**src/rtl/gpio_bank_pkg.sv**
```systemverilog
package gpio_bank_pkg;

  // Low two bits of the register index inside a data/mask group.
  typedef enum logic [1:0] {
    OP_WRITE = 2'd0,
    OP_CLEAR = 2'd1,
    OP_SET   = 2'd2,
    OP_FLIP  = 2'd3
  } alias_op_e;

  localparam int NGRP      = 3;  // data, mask A, mask B
  localparam int NCFG      = 5;  // dir, polar, edge, both, inen
  localparam int NREG      = NGRP * 4 + NCFG;
  localparam int FIRST_CFG = NGRP * 4;

  localparam int CFG_DIR   = 0;
  localparam int CFG_POLAR = 1;
  localparam int CFG_EDGE  = 2;
  localparam int CFG_BOTH  = 3;
  localparam int CFG_INEN  = 4;

  // Result of a bus write through one of the four addresses of a group.
  function automatic logic [15:0] alias_apply(input logic [15:0] cur,
                                              input logic [15:0] wv,
                                              input alias_op_e  op);
    logic [15:0] r;
    unique case (op)
      OP_WRITE: r = wv;
      OP_CLEAR: r = cur & ~wv;
      OP_SET:   r = cur | wv;
      OP_FLIP:  r = cur ^ wv;
      default:  r = cur;
    endcase
    return r;
  endfunction

  // Enabled input bits take the pin level, the rest keep the bus result.
  function automatic logic [15:0] merge_pins(input logic [15:0] busv,
                                             input logic [15:0] mask,
                                             input logic [15:0] pins);
    return (busv & ~mask) | (pins & mask);
  endfunction

endpackage

```
**src/rtl/gpio_addr_decode.sv**
```systemverilog
module gpio_addr_decode #(
  parameter int ADDR_W = 7,
  localparam int IDX_W = ADDR_W - 2
) (
  input  logic [ADDR_W-1:0] addr,
  input  logic              wide,
  input  logic              wr,
  input  logic              rd,
  output logic              acc_ok,
  output logic              acc_bad,
  output logic [IDX_W-1:0]  idx
);
  import gpio_bank_pkg::*;

  logic in_range;
  logic aligned;

  assign idx      = addr[ADDR_W-1:2];
  assign aligned  = (addr[1:0] == 2'b00);
  assign in_range = (32'(idx) < NREG);
  assign acc_ok   = wide && aligned && in_range;
  assign acc_bad  = (wr || rd) && !acc_ok;

endmodule

```
**src/rtl/gpio_alias_reg.sv**
```systemverilog
module gpio_alias_reg #(
  parameter int W = 16
) (
  input  logic                     clk,
  input  logic                     rst_n,
  input  logic                     wr_en,
  input  gpio_bank_pkg::alias_op_e op,
  input  logic [W-1:0]             wdata,
  input  logic [W-1:0]             ext_mask,
  input  logic [W-1:0]             ext_val,
  output logic [W-1:0]             q
);
  import gpio_bank_pkg::*;

  logic [W-1:0] bus_next;
  logic [W-1:0] q_next;

  always_comb begin
    bus_next = wr_en ? alias_apply(q, wdata, op) : q;
    q_next   = merge_pins(bus_next, ext_mask, ext_val);
  end

  always_ff @(posedge clk) begin
    if (!rst_n) q <= '0;
    else        q <= q_next;
  end

  assert_clear_R3: assert property (@(posedge clk) disable iff (!rst_n)
    (wr_en && op == OP_CLEAR) |=>
      ((q & ~$past(ext_mask)) == ($past(q) & ~$past(wdata) & ~$past(ext_mask))));

  assert_set_R4: assert property (@(posedge clk) disable iff (!rst_n)
    (wr_en && op == OP_SET) |=>
      ((q & ~$past(ext_mask)) == (($past(q) | $past(wdata)) & ~$past(ext_mask))));

  assert_flip_R5: assert property (@(posedge clk) disable iff (!rst_n)
    (wr_en && op == OP_FLIP) |=>
      ((q & ~$past(ext_mask)) == (($past(q) ^ $past(wdata)) & ~$past(ext_mask))));

  assert_pin_wins_R10: assert property (@(posedge clk) disable iff (!rst_n)
    (|ext_mask) |=> (((q ^ $past(ext_val)) & $past(ext_mask)) == '0));

endmodule

```
**src/rtl/gpio_out_track.sv**
```systemverilog
module gpio_out_track #(
  parameter int W = 16
) (
  input  logic         clk,
  input  logic         rst_n,
  input  logic [W-1:0] data,
  input  logic [W-1:0] dir,
  output logic [W-1:0] pin_out,
  output logic [W-1:0] pin_oe,
  output logic [W-1:0] pin_chg
);
  logic [W-1:0] data_prev;

  always_ff @(posedge clk) begin
    if (!rst_n) data_prev <= '0;
    else        data_prev <= data;
  end

  assign pin_oe  = dir;
  assign pin_out = data & dir;
  assign pin_chg = (data ^ data_prev) & dir;

  assert_chg_needs_move_R11: assert property (@(posedge clk) disable iff (!rst_n)
    (|pin_chg) |=> ($past(pin_chg) & ($past(data) ^ $past(data_prev))) == $past(pin_chg));

  assert_chg_only_driven_R11: assert property (@(posedge clk) disable iff (!rst_n)
    ((pin_chg & ~pin_oe) == '0));

endmodule

```
**src/rtl/gpio_alias_bank.sv**
```systemverilog
module gpio_alias_bank #(
  parameter int W      = 16,
  parameter int ADDR_W = 7
) (
  input  logic              clk,
  input  logic              rst_n,
  input  logic [ADDR_W-1:0] bus_addr,
  input  logic              bus_wide,
  input  logic              bus_wr,
  input  logic              bus_rd,
  input  logic [W-1:0]      bus_wdata,
  output logic [W-1:0]      bus_rdata,
  output logic              bus_err,
  input  logic [W-1:0]      pin_in,
  output logic [W-1:0]      pin_out,
  output logic [W-1:0]      pin_oe,
  output logic [W-1:0]      pin_chg,
  output logic [W-1:0]      irq_mask_a,
  output logic [W-1:0]      irq_mask_b,
  output logic [W-1:0]      cfg_polar,
  output logic [W-1:0]      cfg_edge,
  output logic [W-1:0]      cfg_both,
  output logic [W-1:0]      cfg_inen
);
  import gpio_bank_pkg::*;

  localparam int IDX_W = ADDR_W - 2;

  logic             acc_ok;
  logic             acc_bad;
  logic [IDX_W-1:0] idx;
  logic             wr_ok;
  logic             is_grp;
  logic [1:0]       grp_sel;
  logic [2:0]       cfg_sel;
  alias_op_e        op;
  logic [W-1:0]     grp_q [NGRP];
  logic [W-1:0]     cfg_q [NCFG];
  logic [NGRP-1:0]  grp_wr;
  logic [W-1:0]     in_mask;

  gpio_addr_decode #(.ADDR_W(ADDR_W)) u_dec (
    .addr   (bus_addr),
    .wide   (bus_wide),
    .wr     (bus_wr),
    .rd     (bus_rd),
    .acc_ok (acc_ok),
    .acc_bad(acc_bad),
    .idx    (idx)
  );

  assign wr_ok   = bus_wr && acc_ok;
  assign is_grp  = (32'(idx) < FIRST_CFG);
  assign grp_sel = idx[3:2];
  assign cfg_sel = 3'(32'(idx) - FIRST_CFG);
  assign op      = alias_op_e'(idx[1:0]);
  assign in_mask = ~cfg_q[CFG_DIR] & cfg_q[CFG_INEN];

  // Data and the two mask words, each with three alias addresses.
  for (genvar g = 0; g < NGRP; g++) begin : g_grp
    logic [W-1:0] ext_m;
    logic [W-1:0] ext_v;
    assign grp_wr[g] = wr_ok && is_grp && (grp_sel == 2'(g));
    if (g == 0) begin : g_pins
      assign ext_m = in_mask;
      assign ext_v = pin_in;
    end else begin : g_nopins
      assign ext_m = '0;
      assign ext_v = '0;
    end
    gpio_alias_reg #(.W(W)) u_reg (
      .clk     (clk),
      .rst_n   (rst_n),
      .wr_en   (grp_wr[g]),
      .op      (op),
      .wdata   (bus_wdata),
      .ext_mask(ext_m),
      .ext_val (ext_v),
      .q       (grp_q[g])
    );
  end

  // Plain configuration words.
  for (genvar c = 0; c < NCFG; c++) begin : g_cfg
    logic sel;
    assign sel = wr_ok && !is_grp && (cfg_sel == 3'(c));
    always_ff @(posedge clk) begin
      if (!rst_n)   cfg_q[c] <= '0;
      else if (sel) cfg_q[c] <= bus_wdata;
    end
  end

  always_comb begin
    bus_rdata = '0;
    if (acc_ok && bus_rd) begin
      if (is_grp) bus_rdata = grp_q[grp_sel];
      else        bus_rdata = cfg_q[cfg_sel];
    end
  end
  assign bus_err = acc_bad;

  gpio_out_track #(.W(W)) u_out (
    .clk    (clk),
    .rst_n  (rst_n),
    .data   (grp_q[0]),
    .dir    (cfg_q[CFG_DIR]),
    .pin_out(pin_out),
    .pin_oe (pin_oe),
    .pin_chg(pin_chg)
  );

  assign irq_mask_a = grp_q[1];
  assign irq_mask_b = grp_q[2];
  assign cfg_polar  = cfg_q[CFG_POLAR];
  assign cfg_edge   = cfg_q[CFG_EDGE];
  assign cfg_both   = cfg_q[CFG_BOTH];
  assign cfg_inen   = cfg_q[CFG_INEN];

  assert_err_reads_zero_R7: assert property (@(posedge clk) disable iff (!rst_n)
    bus_err |-> (bus_rdata == '0));

  assert_err_no_write_R7: assert property (@(posedge clk) disable iff (!rst_n)
    bus_err |=> ($stable(irq_mask_a) && $stable(irq_mask_b) && $stable(pin_oe) &&
                 $stable(cfg_polar) && $stable(cfg_edge) && $stable(cfg_both) &&
                 $stable(cfg_inen)));

  assert_idle_data_R9: assert property (@(posedge clk) disable iff (!rst_n)
    !grp_wr[0] |=> (((grp_q[0] ^ $past(grp_q[0])) & ~$past(in_mask)) == '0));

endmodule

```
**config.mk**
```make
export PLATFORM = sky130hd
export DESIGN_NAME = gpio_alias_bank
export DESIGN_NICKNAME = d
export VERILOG_FILES = /design/src/rtl/gpio_bank_pkg.sv /design/src/rtl/gpio_addr_decode.sv /design/src/rtl/gpio_alias_reg.sv /design/src/rtl/gpio_out_track.sv /design/src/rtl/gpio_alias_bank.sv
export SDC_FILE = /design/constraint.sdc
export NUM_CORES = 1
export LEC_CHECK = 0
export BUFFER_PORTS_ARGS = -buffer_cell sky130_fd_sc_hd__buf_2
export CAP_MARGIN = 20
export CORE_MARGIN = 2
export CORE_UTILIZATION = 55
export DETAILED_ROUTE_END_ITERATION = 12
export PLACE_DENSITY_LB_ADDON = 0.05
export SETUP_SLACK_MARGIN = 0.02
export SLEW_MARGIN = 10
export SYNTH_ARGS = -nofsm -noshare
export SYNTH_HDL_FRONTEND = slang
export SYNTH_SLANG_ARGS = --single-unit
```
**constraint.sdc**
```tcl
create_clock -name clk -period 6.5 [get_ports clk]
set_input_delay 0.325 -clock clk [delete_from_list [all_inputs] [get_ports clk]]
set_output_delay 0.325 -clock clk [all_outputs]
set_load 0.02 [all_outputs]
```
==> results of run 1 <==
-- metrics by stage --
step	hold WS, ns	std cells	util [%]	setup slack [ns]
after global routing	0.189	1316	65.6	3.24
after global placement	0.513	1281	62.3	3.37
final	0.175	1316	65.6	3.36
after detailed placement	0.518	1281	62.3	3.40
after floorplan	0.504	902	-	3.57
after CTS	0.165	1313	65.5	3.39
-- metal layers --
layer	GRT usage [%]	up-vias
met3	6.70	38
met2	44.6	301
met1	44.1	3966
met4	9.36	0
li1	-	3620
met5	0	-
-- final cells by class --
class                   instances  area (sq um)  share of cell area, %
flip-flops and latches        144          3680                   31.1
clock inverters                14           140                   1.18
well taps                     229           287                   2.42
diodes                          2          5.00                 0.0422
clock buffers                  18           429                   3.62
multi-input cells             545          5630                   47.5
repair buffers                218          1130                   9.57
inverters                     146           548                   4.62
-- power groups by stage --
stage,combinational (W),clock (W),sequential [W]
floorplan,0.000233,0,0.00107
global placement,0.000381,0,0.00105
detailed placement,0.000388,0,0.00105
CTS,0.000391,0.000974,0.00103
global route,0.000421,0.00101,0.00104
finish,0.000392,0.000964,0.00103
-- how the worst max path moves through the flow --
stage / start / to / slack, ns / cells after the start
3_5_place_dp: bus_addr[2] / bus_rdata[14] / 3.40 / 6
4_1_cts: bus_addr[2] / bus_rdata[14] / 3.39 / 6
2_1_floorplan: bus_addr[2] / cfg_q[3][0] / 3.57 / 6
5_1_grt: bus_addr[2] / bus_rdata[14] / 3.24 / 6
3_3_place_gp: bus_addr[2] / bus_rdata[14] / 3.37 / 6
6_report: bus_addr[2] / bus_rdata[14] / 3.36 / 6
-- logic make-up (layout without fill, tap and decap cells) --
family	after synthesis	count (layout)	synth area share, %
simple gates	229	229	16.3
buf+inv	213	396	8.68
flops	144	144	36.2
compound gates	108	108	8.22
fa+ha+maj	96	96	11.8
mux	96	96	17.5
xor+xnor	16	16	1.38
other cells	0	2	0
-- cells in the mapped netlist (17+ instances only) --
master    count
inv_1       146
ha_1         96
edfxtp_1     80
and2_1       65
dfxtp_1      64
mux4_2       64
nor3_2       61
o211ai_1     32
buf_2        30
nand2_1      30
clkbuf_1     21
a211oi_1     20
nand2b_1     19
nand4b_1     17
-- worst min-delay path, delay by kind of cell --
| kind | cells | cell delay [ns] |
|---|---|---|
| compound gates | 1 | 0.08 |
| buf+inv | 1 | 0.08 |
| simple gates | 1 | 0.09 |
==> results.yml, run 1 <==
run_status:
  run_status: "complete, but fails checks"
  failed_checks: "design-rule violations"
synth:
  ys_types: 44
  synthArstFlopShare_pct: 0
  ys.flop_type: "edfxtp_1"
  synth_edf_count: 80
  ys_ff_latch: 144
  yosysWarnings: 0
  postSynthAreaPerCell_sq_um: 11.3
  synthesis.nets: 1042
  syn_area_sq_mm: 0.0102
  synth.largest_area_cell: "edfxtp_1"
  synth.top_cell.area_share_pct: 23.6
  synthTopCellsByArea: "edfxtp_1 24%, mux4_2 14%, dfxtp_1 13%"
  synthCells: 902
  ys_seq_area_share_pct: 36.2
clock_tree:
  cts_resized: 0
  cts_made_buffers: 17
  post_cts_buffers: 0
  clkSinkCount: 144
  clockBufferDepth: 2
  cts_tree: "yes"
  postCtsHoldBufs: 0
  h-tree-depth: 4
  clk_pin_slew_ns: 0.07
  cts_root_buffer: "clkbuf_16"
  worstSkewPairLatency_ns: 0.43
grt:
  grt_overflow: 0
  antenna_found_initial: 4
  first_global_vias: 7659
  grt_usage_pct: 30.0
  grt_max_degree: 72
  grt_pass1_wl_microns: 44900
worst_setup_path:
  cpMostUsedCell: "buf_4"
  end_kind: "output port"
  crit_buf_inv: 3
  max_stage_delay_ns: 0.55
  cp.required_ns: 6.17
  cp_max_fo: 52
  rrSetupSlack_ns: 4.81
  crit_family: "compound AO/OA/AOI/OAI gates"
  cp_cell_sequence: "buf_4, buf_4, o41ai_4, nand4_2, a211oi_1, buf_2"
  crit_slowest_cell: "o41ai_4"
  critPathLaunchType: "input pin"
  critPathKind: "input pin to output port"
  reg2reg_depth: 5
  cp.arrival_ns: 2.82
sta:
  fin_setup_tns_ns: 0
  fmax_ghz: 0.318
  worstMarginPinSlew_ns: 1.08
  setup_viol: 0
  fin_skew_ns: 0.00719
  min_period_over_period_pct: 48.3
  period_needed_ns: 3.14
  slew_headroom_pct: 27.8
  hold_viol_final: 0
  drv_slew: 0
  rsz0062_at_grt: "no"
final_layout:
  final_common_cell: "buf_2"
  drive_gt1_share_pct: 36.7
  fillerInstances: 1479
  area_growth_pct: 16.5
  final_cell_mix: "202 x buf_2, 146 x inv_1, 96 x ha_1, 80 x edfxtp_1, 65 x and2_1"
  final_area_sq_mm: 0.0119
  nNetsFinal: 1212
pwr:
  switching_power_w: 0.000733
  cellPowerDensity_mw_per_mm2: 201
  ir_worst_vdd_v: 0.000186
  power_frac_comb_pct: 16.4
  switching_share_pct: 30.7
  p_leak_nw: 4.95
  p_int_w: 0.00165
  total_power_w: 0.00239
  power_frac_seq_pct: 43.2
  power_frac_clock_pct: 40.4
routing:
  m1WireLength_microns: 13200
  via_per_inst: 6.02
  topRoutingLayerUsed: "met4"
  vias: 7925
  drc: 8
  route.met3.wl_microns: 2240
  drt-initial-drc-count: 651
  antenna_left: 0
  dr_wl_met2_microns: 13100
  wl_per_cell_microns: 22.1
  wl_microns: 29100
  dr.pass1.iters: 10
floorplan:
  die_w_microns: 140
  start_util_pct: 56.3
  dieArea_sq_mm: 0.0196
  pin_count: 205
  row_count: 49
  coreArea_sq_mm: 0.0181
  die_y_microns: 140
placement:
  dpl.hpwl_microns: 20500
  portBuffers: 204
  routabilityCongestion: 0.892
  placed_area_sq_mm: 0.0113
hold_path:
  hold_path.class: "input pin to register"
  worstHoldStart: "pin_in[2]"
  min_path_cells: 3
job:
  max-cap-violations: 0
Power figures use the tool's default switching activity.
==> run 2: changes to the inputs <==
--- a/config.mk
+++ b/config.mk
@@ -5,6 +5,7 @@
 export SDC_FILE = /design/constraint.sdc
 export NUM_CORES = 1
 export LEC_CHECK = 0
+export ABC_AREA = 1
 export BUFFER_PORTS_ARGS = -buffer_cell sky130_fd_sc_hd__buf_2
 export CAP_MARGIN = 20
 export CORE_MARGIN = 2
==> constraint.sdc (replaced) <==
create_clock -name clk -period 3.1 [get_ports clk]
set_input_delay 0.155 -clock clk [delete_from_list [all_inputs] [get_ports clk]]
set_output_delay 0.155 -clock clk [all_outputs]
set_load 0.02 [all_outputs]
==> run 2 against run 1 <==
Against the previous run: flip-flop and latch count is the same; die area fell by 6.6%; sequential share of layout area grew 1.6 points; the run now ends clean.
==> results.yml, run 2 <==
pwr:
  switching_power_w: 0.00150
  switching_share_pct: 30.1
  cellPowerDensity_mw_per_mm2: 443
  p_leak_nw: 5.64
  power_frac_comb_pct: 15.4
  ir_worst_vdd_v: 0.000367
  power_frac_clock_pct: 41.1
  p_int_w: 0.00349
  power_frac_seq_pct: 43.4
  total_power_w: 0.00499
placement:
  portBuffers: 204
  dpl.hpwl_microns: 22300
  routabilityCongestion: 0.924
  dp_cells: 1642
  placed_area_sq_mm: 0.0107
hold_path:
  worstHoldStart: "pin_in[6]"
  min_path_cells: 5
  hold_path.class: "input pin to register"
final_layout:
  n_antenna_cell: 0
  final_cell_mix: "283 x nand2_1, 211 x nor2_1, 204 x buf_2, 179 x inv_1, 96 x ha_1"
  final_core_util_pct: 66.1
  final_area_sq_mm: 0.0113
  seq_area_sq_mm: 0.00368
  nNetsFinal: 1576
  final_common_cell: "nand2_1"
  drive_gt1_share_pct: 19.8
  fillerInstances: 1525
  multi_input_area_sq_mm: 0.00485
  area_growth_pct: 18.7
  final_cells: 1674
routing:
  wl_microns: 30200
  drt-initial-drc-count: 689
  vias: 9090
  drc: 0
  dr.pass1.iters: 5
  antenna_left: 0
  wl_per_cell_microns: 18.0
  via_per_inst: 5.43
worst_setup_path:
  cp_max_fo: 20
  cp.required_ns: 2.94
  critPathLaunchType: "input pin"
  crit_start: "bus_addr[2]"
  critPathKind: "input pin to output port"
  reg2reg_depth: 10
  cp.arrival_ns: 2.11
  rrSetupSlack_ns: 1.55
  end_kind: "output port"
sta:
  period_needed_ns: 2.26
  min_period_over_period_pct: 73.0
  setup_viol: 0
  worstMarginPinSlew_ns: 0.768
  fin_setup_tns_ns: 0
  fmax_ghz: 0.442
  slew_headroom_pct: 48.7
  fin_skew_ns: 0.00422
  rsz0062_at_grt: "no"
  drv_slew: 0
  hold_viol_final: 0
synth:
  synthCells: 1250
  synth.largest_area_cell: "edfxtp_1"
  yosysWarnings: 0
  syn_area_sq_mm: 0.00949
  yosys-top-cells-count: "283 x nand2_1, 212 x nor2_1, 179 x inv_1"
  ys_types: 39
  ys.flop_type: "edfxtp_1"
  postSynthAreaPerCell_sq_um: 7.60
  synth.top_cell.area_share_pct: 25.3
  ys_seq_area_share_pct: 38.8
  synthTopCellsByArea: "edfxtp_1 25%, dfxtp_1 13%, ha_1 13%"
  synthArstFlopShare_pct: 0
  ys_ff_latch: 144
  synthesis.nets: 1390
  synth.most_common_cell: "nand2_1"
  synth_edf_count: 80
clock_tree:
  cts_made_buffers: 17
  h-tree-depth: 4
  cts_tree: "yes"
  postCtsHoldBufs: 0
  clockBufferDepth: 2
  cts_root_buffer: "clkbuf_16"
  worstSkewPairLatency_ns: 0.43
  post_cts_buffers: 0
  clkSinkCount: 144
  clk_pin_slew_ns: 0.06
  cts_resized: 0
floorplan:
  coreArea_sq_mm: 0.0171
  die_y_microns: 135
  die_w_microns: 135
  row_count: 48
  pin_count: 205
  dieArea_sq_mm: 0.0183
  start_util_pct: 55.7
grt:
  grt_overflow: 0
  antenna_found_initial: 1
  grt_pass1_wl_microns: 45800
  grt_usage_pct: 33.1
  first_global_vias: 8450
  grt_max_degree: 44
run_status:
  run_status: "finished clean"
job:
  max-cap-violations: 0
run 2: critical path: stages:
cell     delay [ns]
buf_2          0.25
nor2_4         0.15
nand2_1        0.09
nand2_2        0.09
nand2_2        0.07
nor2_2         0.60
o21ai_0        0.23
nor2_1         0.24
buf_2          0.21
run 2: how the worst max path moves through the flow:
stage,end,slack [ns],cells past startpoint
after floorplan,cfg_q[4][0],0.60,8
after global placement,cfg_q[3][2],0.91,7
after detailed placement,cfg_q[3][0],0.88,7
after CTS,bus_rdata[12],0.94,9
after global routing,bus_rdata[15],0.66,9
final,bus_rdata[12],0.84,9
run 2: cell families after synthesis:
group | count (synthesis) | share of synthesized area [%]
buffers and inverters | 242 | 10.4
xor gates and xnor gates | 13 | 1.20
and+or+nand+nor | 580 | 25.6
AOI/OAI and AO/OA | 175 | 11.4
DFF | 144 | 38.8
adders and majority gates | 96 | 12.7
run 2: layer usage:
| metal | vias up | GRT usage [%] | routed length (microns) |
|---|---|---|---|
| li1 | 4402 | - | - |
| met1 | 4227 | 39.0 | 11600 |
| met2 | 375 | 59.0 | 15500 |
| met3 | 84 | 5.09 | 1640 |
| met4 | 2 | 16.0 | 1380 |
| met5 | - | 0 | 15 |
run 2: power groups by stage:
| stage | sequential [W] | combinational (W) | clock, W |
|---|---|---|---|
| 2_1_floorplan | 0.00226 | 0.000430 | 0 |
| 3_3_place_gp | 0.00221 | 0.000751 | 0 |
| 3_5_place_dp | 0.00221 | 0.000763 | 0 |
| 4_1_cts | 0.00217 | 0.000766 | 0.00208 |
| 5_1_grt | 0.00217 | 0.000848 | 0.00214 |
| 6_report | 0.00217 | 0.000770 | 0.00205 |
run 2: stage by stage:
| stage | setup WS, ns | hold WS, ns |
|---|---|---|
| floorplan | 0.596 | 0.359 |
| global placement | 0.908 | 0.456 |
| detailed placement | 0.885 | 0.466 |
| CTS | 0.937 | 0.00997 |
| global route | 0.661 | 0.0288 |
| finish | 0.837 | 0.0220 |
run 2: layout make-up:
class | count | area share (%)
multi-input cells | 864 | 43.0
repair buffers | 223 | 10.4
clock inverters | 14 | 1.28
inverters | 186 | 6.20
flip-flops and latches | 144 | 32.7
clock buffers | 18 | 3.90
well taps | 225 | 2.50
